$ cat config.mk
export PLATFORM = sky130hd
export DESIGN_NAME = quad_in_cond
export DESIGN_NICKNAME = d
export VERILOG_FILES = /design/src/rtl/qc_pkg.sv /design/src/rtl/qc_prescaler.sv /design/src/rtl/qc_sync.sv /design/src/rtl/qc_filter.sv /design/src/rtl/quad_in_cond.sv
export SDC_FILE = /design/constraint.sdc
export NUM_CORES = 1
export LEC_CHECK = 0
export ABC_AREA = 1
export BUFFER_PORTS_ARGS = -buffer_cell sky130_fd_sc_hd__buf_2
export CAP_MARGIN = 5
export CORE_MARGIN = 5
export CORE_UTILIZATION = 53
export CTS_BUF_LIST = sky130_fd_sc_hd__clkbuf_8 sky130_fd_sc_hd__clkbuf_16
export CTS_CLUSTER_SIZE = 16
export DETAILED_ROUTE_END_ITERATION = 16
export PLACE_DENSITY = 0.77
export SLEW_MARGIN = 15
export SYNTH_ARGS = -nofsm -noshare
export SYNTH_HDL_FRONTEND = slang
export SYNTH_SLANG_ARGS = --single-unit
$ cat constraint.sdc
create_clock -name clk_i -period 1.3 [get_ports clk_i]
set_input_delay 0.065 -clock clk_i [delete_from_list [all_inputs] [get_ports clk_i]]
set_output_delay 0.065 -clock clk_i [all_outputs]
set_load 0.01 [all_outputs]
$ cat src/rtl/qc_pkg.sv
package qc_pkg;
  localparam int unsigned NUM_CH   = 3;
  localparam int unsigned SEL_W    = 3;
  localparam int unsigned SYNC_STG = 2;
  localparam int unsigned FILT_LEN = 3;

  typedef enum logic [1:0] {
    CH_A   = 2'd0,
    CH_B   = 2'd1,
    CH_IDX = 2'd2
  } ch_e;
endpackage

$ cat src/rtl/qc_prescaler.sv
module qc_prescaler #(
  parameter int unsigned SEL_W = 3
) (
  input  logic             clk_i,
  input  logic             rst_ni,
  input  logic [SEL_W-1:0] div_sel_i,
  output logic             tick_o
);
  localparam int unsigned CNT_W = (1 << SEL_W) - 1;

  logic [CNT_W-1:0] cnt_q;
  logic [CNT_W-1:0] mask;

  always_ff @(posedge clk_i or negedge rst_ni) begin
    if (!rst_ni) cnt_q <= '0;
    else         cnt_q <= cnt_q + 1'b1;
  end

  // 1<<7 wraps to 0 in CNT_W bits, so mask becomes all ones
  assign mask   = (CNT_W'(1) << div_sel_i) - CNT_W'(1);
  assign tick_o = ((cnt_q & mask) == '0);
endmodule

$ cat src/rtl/qc_sync.sv
module qc_sync #(
  parameter int unsigned STAGES = 2
) (
  input  logic clk_i,
  input  logic rst_ni,
  input  logic d_i,
  output logic q_o
);
  logic [STAGES-1:0] sr_q;

  always_ff @(posedge clk_i or negedge rst_ni) begin
    if (!rst_ni) sr_q <= '0;
    else         sr_q <= {sr_q[STAGES-2:0], d_i};
  end

  assign q_o = sr_q[STAGES-1];
endmodule

$ cat src/rtl/qc_filter.sv
module qc_filter #(
  parameter int unsigned LEN = 3
) (
  input  logic clk_i,
  input  logic rst_ni,
  input  logic tick_i,
  input  logic bypass_i,
  input  logic d_i,
  output logic q_o
);
  logic [LEN-2:0] hist_q;
  logic [LEN-1:0] win;
  logic           out_q;

  assign win = {hist_q, d_i};

  always_ff @(posedge clk_i or negedge rst_ni) begin
    if (!rst_ni) begin
      hist_q <= '0;
      out_q  <= 1'b0;
    end else begin
      if (tick_i) hist_q <= win[LEN-2:0];
      if (bypass_i)                    out_q <= d_i;
      else if (tick_i && (&win))       out_q <= 1'b1;
      else if (tick_i && !(|win))      out_q <= 1'b0;
    end
  end

  assign q_o = out_q;


  filt_hold_chk: assert property (@(posedge clk_i) disable iff (!rst_ni)
    (!bypass_i && !tick_i) |=> $stable(out_q));


  byp_follow_chk: assert property (@(posedge clk_i) disable iff (!rst_ni)
    bypass_i |=> (out_q == $past(d_i)));
endmodule

$ cat src/rtl/quad_in_cond.sv
module quad_in_cond
  import qc_pkg::*;
#(
  parameter int unsigned SEL_W    = qc_pkg::SEL_W,
  parameter int unsigned SYNC_STG = qc_pkg::SYNC_STG,
  parameter int unsigned FILT_LEN = qc_pkg::FILT_LEN
) (
  input  logic             clk_i,
  input  logic             rst_ni,
  input  logic             raw_a_i,
  input  logic             raw_b_i,
  input  logic             raw_idx_i,
  input  logic [SEL_W-1:0] div_sel_i,
  input  logic             filt_bypass_i,
  input  logic [2:0]       ch_en_i,
  input  logic [2:0]       ch_inv_i,
  output logic             a_o,
  output logic             b_o,
  output logic             idx_o,
  output logic             idx_rise_o
);
  logic [NUM_CH-1:0] raw, synced, cond, clean;
  logic              tick;
  logic              idx_prev_q;

  assign raw = {raw_idx_i, raw_b_i, raw_a_i};

  qc_prescaler #(.SEL_W(SEL_W)) u_presc (
    .clk_i    (clk_i),
    .rst_ni   (rst_ni),
    .div_sel_i(div_sel_i),
    .tick_o   (tick)
  );

  for (genvar c = 0; c < NUM_CH; c++) begin : g_ch
    qc_sync #(.STAGES(SYNC_STG)) u_sync (
      .clk_i (clk_i),
      .rst_ni(rst_ni),
      .d_i   (raw[c]),
      .q_o   (synced[c])
    );

    assign cond[c] = ch_en_i[c] & (synced[c] ^ ch_inv_i[c]);

    qc_filter #(.LEN(FILT_LEN)) u_filt (
      .clk_i   (clk_i),
      .rst_ni  (rst_ni),
      .tick_i  (tick),
      .bypass_i(filt_bypass_i),
      .d_i     (cond[c]),
      .q_o     (clean[c])
    );
  end

  always_ff @(posedge clk_i or negedge rst_ni) begin
    if (!rst_ni) idx_prev_q <= 1'b0;
    else         idx_prev_q <= clean[CH_IDX];
  end

  assign a_o        = clean[CH_A];
  assign b_o        = clean[CH_B];
  assign idx_o      = clean[CH_IDX];
  assign idx_rise_o = clean[CH_IDX] & ~idx_prev_q;


  rise_one_chk: assert property (@(posedge clk_i) disable iff (!rst_ni)
    idx_rise_o |=> !idx_rise_o);


  dis_zero_chk: assert property (@(posedge clk_i) disable iff (!rst_ni)
    (!ch_en_i[0] && filt_bypass_i) |=> !a_o);


  rst_out_chk: assert property (@(posedge clk_i)
    !rst_ni |-> !(a_o || b_o || idx_o || idx_rise_o));
endmodule

==> metrics.txt, run 1 <==
grt total ovfl 0; Synth async-reset ratio 100%; Max clock buf depth 2; DP Worst Slack 60.1 ps; Pwr per Cell Area approximately 1100 mW/mm^2; die width around 55 um; Residual DRC 0; share of cells above drive strength 1 21.9%; drt total wl 1870 um; Post-DRT Antenna Nets 0; total negative slack 0 ps; FILL cells ~160; htree depth 1; cell with the most instances after synthesis nand2_1; switching power ~360 uW; Initial DRT Pass Iterations 4; CP arrival ~1400 ps; largest net degree at the start of global routing 24; number of flops mapped to enable cells by yosys 0; post-layout instance area about 0.0013 mm^2; status finished, final reports clean; Sw Share about a quarter; vias 861; Setup Skew 2.16 ps; Synth Net Count roughly 140; initial antenna violation count 0; Slew HR about 66%; syn avg cell area 8.48 um^2; largest cells by area after synthesis dfrtp_1 54%, nand2_1 14%, nand3_1 5.6%; flip-flop and latch count after synthesis 23; Final WS setup 28.9 ps; Max Clk Rate slightly below 0.8 GHz; post-synth top area cell dfrtp_1; Lkg Pwr just under 0.0007 uW; Yosys cell types 16; Clk Latency, worst-skew pair ~260 ps; effective utilization at floorplan a little under three fifths; clock-pin slew on the worst setup and hold paths 80 ps; Die ar. 0.00301 mm^2; Slew @ Worst Pin a little over 500 ps; clock tree from TritonCTS done; HPWL Detailed approximately 1300 um; P_int about 1100 uW; sequential area share after synthesis between 50% and 60%; vias per inst around 4.7; IO Pins 19; final setup fails 0; Design Power roughly 1400 uW; DP Area 0.00119 mm^2; unrepaired setup endpoints after global routing yes; CTS Sinks 23; maximum VDD drop 0.824 mV; Synth Instances 126; CTS root buffer clkbuf_8; Final min period 1270 ps; hold crit path type in -> reg; top cell type's share of synthesized area between 50% and 60%; Pins Over Slew Limit 0; # nets final ~170; clock network fraction of total power 29.9%; final hold violation count 0; maxcap violations 0; synth cell count leaders 39 x nand2_1, 23 x dfrtp_1, 16 x nor2_1; total global-route track usage about 15%; GP Congestion slightly above 0.8; TritonCTS buffer count 3; DR iter-0 viols 12; worst endpoint required time 1450 ps; CP Launch Type flop; Core Footprint 0.00194 mm^2; first-pass GRT wire length between 3000 and 4000 um; Comb pwr share a little over an eighth; Yosys warning total 0; vias in the first global route 770; Post-Syn Area around 0.0011 mm^2; P&R area growth vs syn 22.0%; Critical Path End Type flop; Port-buffer cells 18; Ant. Diodes 0; fin crit share 97.8%; Max Fanout on Critical Path 6; FP Rows 16; Seq pwr share a little under three fifths; wire length per cell 10.3 um; Main synth FF type dfrtp_1; Die H between 50 and 60 um; CP Class reg -> reg
kinds of logic after synthesis:
group | count (synthesis) | share of synthesized area, %
DFF | 23 | 53.9
AOI/OAI and AO/OA | 5 | 3.40
and+or+nand+nor | 77 | 32.2
xor gates and xnor gates | 5 | 4.10
buffers and inverters | 15 | 5.27
adders and majority gates | 1 | 1.17
metrics by stage:
step / std cells / utilization (%) / hold slack (ps)
floorplan: 126 / - / -231
global placement: 171 / 61.4 / 60.6
detailed placement: 171 / 61.4 / 65.7
CTS: 179 / 65.8 / 128
global route: 182 / 67.1 / 159
finish: 182 / 67.1 / 131
placed cells by master, fill, tap and decap left out:
| cell type | synthesis | final |
|---|---|---|
| nand2_1 | 39 | 39 |
| dfrtp_1 | 23 | 23 |
| buf_2 | 0 | 18 |
| nor2_1 | 16 | 16 |
| inv_1 | 15 | 16 |
| nand3_1 | 12 | 12 |
| nand2_2 | 4 | 4 |
| dlygate4sd3_1 | 0 | 4 |
| xor2_1 | 3 | 3 |
| nor3_1 | 3 | 3 |
| o21ai_2 | 3 | 3 |
| clkbuf_8 | 0 | 3 |
| xnor2_1 | 2 | 2 |
| buf_4 | 0 | 2 |
| a21oi_1 | 1 | 1 |
| nor2_2 | 1 | 1 |
| nor2_8 | 1 | 1 |
| o21ai_1 | 1 | 1 |
| nand2_4 | 1 | 1 |
| ha_1 | 1 | 1 |
| buf_6 | 0 | 1 |
path summary, 6_finish.rpt:
path | startpoint | endpoint | slack [ps] | cells past startpoint
setup / recovery | u_presc.cnt_q[3] | g_ch[2].u_filt.q_o | 30 | 9
hold / removal | filt_bypass_i | g_ch[1].u_filt.q_o | 130 | 4
setup reg to reg | u_presc.cnt_q[3] | g_ch[2].u_filt.q_o | 30 | 9
hold reg to reg | g_ch[2].u_sync.sr_q[0] | g_ch[2].u_sync.sr_q[1] | 350 | 0
max in group asynchronous | rst_ni | g_ch[0].u_filt.q_o | 660 | 2
min in group asynchronous | rst_ni | g_ch[0].u_filt.hist_q[1] | 300 | 2
timing repair:
item                                    4_1_cts  5_1_grt
setup buffers                                 0        3
endpoints found under the setup margin        0        9
hold buffers                                  4        0
endpoints found under the hold margin        26        0
resized for setup                             0        4
state kept, by name, indices dropped and copies added (netlist names):
name / flops
g_ch.u_filt.hist_q: 6
g_ch.u_filt.q_o: 3
g_ch.u_sync.sr_q: 6
idx_prev_q: 1
u_presc.cnt_q: 7
final cells by class:
| cell class | count | area (um^2) | share of cell area (%) |
|---|---|---|---|
| clock inverter | 1 | 3.75 | 0.288 |
| clock buffer | 3 | 41.3 | 3.17 |
| inverter | 15 | 56.3 | 4.32 |
| sequential | 23 | 576 | 44.1 |
| tap | 27 | 33.8 | 2.59 |
| multi-input combinational | 88 | 437 | 33.5 |
| timing repair buffer | 25 | 156 | 12.0 |
layer usage:
metal | part of all wire, % | vias up | wire length (um) | track usage (%)
li1 | - | 447 | - | -
met1 | 48 | 393 | 896 | 20.2
met2 | 47 | 17 | 871 | 23.8
met3 | 4.3 | 4 | 81 | 2.41
met4 | 1.0 | 0 | 19 | 4.86
met5 | 0 | - | 0 | 0
critical path, cell delays in order (launching register included):
cell	delay (ps)
dfrtp_1	410
nand2_1	70
nand2_1	50
nand2_1	80
nand2_2	90
nor2_8	170
buf_6	120
nand3_1	70
nand2_1	60
nand2_1	50
power by group through the flow:
| stage | clock network (uW) | logic (uW) | registers [uW] |
|---|---|---|---|
| floorplan | 0 | 102 | 814 |
| global route | 464 | 222 | 810 |
| detailed placement | 0 | 178 | 816 |
| global placement | 0 | 173 | 813 |
| CTS | 433 | 188 | 802 |
| finish | 422 | 190 | 801 |
Note: power is estimated with default switching activity, not from simulation.
==> run 2, diff against run 1 <==
--- a/config.mk
+++ b/config.mk
@@ -9,11 +9,11 @@
 export BUFFER_PORTS_ARGS = -buffer_cell sky130_fd_sc_hd__buf_2
 export CAP_MARGIN = 5
 export CORE_MARGIN = 5
-export CORE_UTILIZATION = 53
-export CTS_BUF_LIST = sky130_fd_sc_hd__clkbuf_8 sky130_fd_sc_hd__clkbuf_16
+export CORE_UTILIZATION = 51
+export CTS_BUF_LIST = sky130_fd_sc_hd__clkbuf_8
 export CTS_CLUSTER_SIZE = 16
 export DETAILED_ROUTE_END_ITERATION = 16
-export PLACE_DENSITY = 0.77
+export PLACE_DENSITY = 0.78
 export SLEW_MARGIN = 15
 export SYNTH_ARGS = -nofsm -noshare
 export SYNTH_HDL_FRONTEND = slang
==> constraint.sdc (replaced) <==
create_clock -name clk_i -period 1.05 [get_ports clk_i]
set_input_delay 0.0525 -clock clk_i [delete_from_list [all_inputs] [get_ports clk_i]]
set_output_delay 0.0525 -clock clk_i [all_outputs]
set_load 0.01 [all_outputs]
==> metrics.txt, run 2 (synthesis gave the netlist of run 1 again) <==
htree depth 1 (unchanged); clock-pin slew on the worst setup and hold paths 80 ps (about the same); Final min period 1180 ps (-93.1 ps); most common cell after layout, fill and taps aside nand2_1; drt total wl 2220 um (+19%); final setup fails 13 (+13); CP arrival 1330 ps (-100 ps); failing checks negative setup slack; # nets final 180 (+4.7%); Most flops, register u_presc.cnt_q; Post-DRT Antenna Nets 0 (unchanged); area of the multi-input gates 507 um^2 (+16%); IO Pins 19 (unchanged); Max clock buf depth 2 (unchanged); Port-buffer cells 18 (unchanged); HPWL Detailed 1530 um (+14%); TritonCTS buffer count 3 (unchanged); Final WS setup -128 ps (-157 ps); vias in the first global route 905 (+18%); Largest regs u_presc.cnt_q: 7 flops, g_ch.u_filt.hist_q: 6 flops, g_ch.u_sync.sr_q: 6 flops; vias per inst 4.83 (+2.0%); post-layout instance area 0.00142 mm^2 (+9.2%); total global-route track usage 15.9% (+1.2 points); Die ar. 0.00311 mm^2 (+3.2%); CP max stage delay 450 ps (+40 ps); maxcap violations 0 (unchanged); Layout Cells excl Fill 190 (+4.4%); leading cell types in the layout, fill and taps excluded 38 x nand2_1, 23 x dfrtp_1, 18 x buf_2; Core Footprint 0.00198 mm^2 (+2.1%); CP Launch Type flop; Clk Latency, worst-skew pair 260 ps (about the same); Worst R2R Setup Slack -130 ps (-160 ps); critical path cell sequence nand2_1 -> nand2_4 -> nor2_8 -> nand2_8 -> nand2_1 -> nand2_1; effective utilization at floorplan 53.9% (-1.1 points); clock tree from TritonCTS done; Max Clk Rate 0.849 GHz (+7.9%); FP Rows 16 (unchanged); FILL cells 154 (-0.65%); Slew HR 66.3% (about the same); DP Area 0.00126 mm^2 (+5.7%); wire length per cell 11.7 um (+14%); CP Buf/Inv Count 0 (-1); DR iter-0 viols 16 (+4); unrepaired setup endpoints after global routing yes; fin crit share 112% (+14 points); CTS root buffer clkbuf_8; Die H 55.8 um (+1.6%); GP Congestion 0.770 (-5.2%); Pins Over Slew Limit 0 (unchanged); Worst Reg-to-Reg Cells 6 (-3); FF+latch area 576 um^2 (unchanged); largest net degree at the start of global routing 24 (unchanged); CTS Sinks 23 (unchanged); Setup Skew 3.85 ps (+1.68 ps); hold crit path type in -> reg; CP Class reg -> reg; CP max stage cell dfrtp_1; die width 55.8 um (+1.6%); Lkg Pwr 0.000725 uW (+5.4%); Residual DRC 0 (unchanged); final hold violation count 0 (unchanged); Critical Path End Type flop; P&R area growth vs syn 33.3%; maximum VDD drop 1.22 mV (+48%); Hold Path Stages 4 (unchanged); first-pass GRT wire length 3960 um (+23%); delay-heaviest family, CP simple AND/OR/NAND/NOR gates; cell mode on critical path nand2_1; Max Fanout on Critical Path 9 (+3); Ant. Diodes 0 (unchanged); initial antenna violation count 0 (unchanged); share of cells above drive strength 1 31.9% (+10 points); status complete, but fails checks; max reg flops 7 (unchanged); stages on the worst setup path 6 (-3); grt total ovfl 0 (unchanged); Core Util, Final 71.8% (+4.7 points); worst endpoint required time 1200 ps (-250 ps); Hold WS 136 ps (+5.22 ps); Slew @ Worst Pin 506 ps (+0.981 ps); Cells after DPL 180 (+5.3%); vias 917 (+6.5%); Initial DRT Pass Iterations 4 (unchanged); Pwr per Cell Area 1260 mW/mm^2 (+16%)
==> run 2: cell count changes in the layout (fill, tap and decap cells not counted), sizes merged <==
cell / previous run / this run
buf: 21 / 28
nor2: 18 / 19
inv: 16 / 15
clkinv: 0 / 1
==> run 2: worst reg2reg max path, cell delays in order (launching register included) <==
cell,delay [ps]
dfrtp_1,450
nand2_1,140
nand2_4,90
nor2_8,160
nand2_8,100
nand2_1,80
nand2_1,50
==> run 2: per-layer routing <==
| layer | share of wire [%] | vias up | track usage, % |
|---|---|---|---|
| li1 | - | 462 | - |
| met1 | 41 | 435 | 19.9 |
| met2 | 54 | 18 | 26.9 |
| met3 | 5.2 | 2 | 3.94 |
| met4 | 0.32 | 0 | 5.21 |
| met5 | 0 | - | 0 |
==> run 2: area by class of cell <==
type | count | area share (%)
Sequential cell | 23 | 40.4
Multi-Input combinational cell | 89 | 35.6
Timing Repair Buffer | 32 | 14.4
Inverter | 15 | 3.95
Clock buffer | 3 | 2.90
Tap cell | 27 | 2.37
Clock inverter | 1 | 0.351
==> run 2: path summary, 6_finish.rpt <==
path                                        startpoint                       end
worst min register to register  g_ch[1].u_sync.sr_q[0]    g_ch[1].u_sync.sr_q[1]
worst max-delay path                  u_presc.cnt_q[0]  g_ch[1].u_filt.hist_q[1]
min in group asynchronous                       rst_ni                idx_prev_q
worst max register to register        u_presc.cnt_q[0]  g_ch[1].u_filt.hist_q[1]
max in group asynchronous                       rst_ni    g_ch[1].u_sync.sr_q[0]
worst min-delay path                     filt_bypass_i        g_ch[0].u_filt.q_o
==> run 2: power by group <==
| group | internal (uW) | switching, uW |
|---|---|---|
| registers | 948 | 49.2 |
| clock network | 264 | 274 |
| logic | 109 | 150 |
==> run 2: metrics by stage <==
stage                     power (uW)  setup slack [ps]  TNS, ps
after floorplan                 1130             -79.3     -514
after detailed placement        1240              -128    -1030
after global placement          1230             -77.6     -607
final                           1790              -128    -1240
after global routing            1900              -230    -2310
after CTS                       1800              -120    -1040
==> run 2: repair_timing <==
item,CTS,global route
resized for setup,5,8
hold endpoints to repair,26,0
gates cloned,1,0
pin swaps,0,3
buffers inserted,0,1
hold buffers,4,0
setup endpoints to repair,10,11
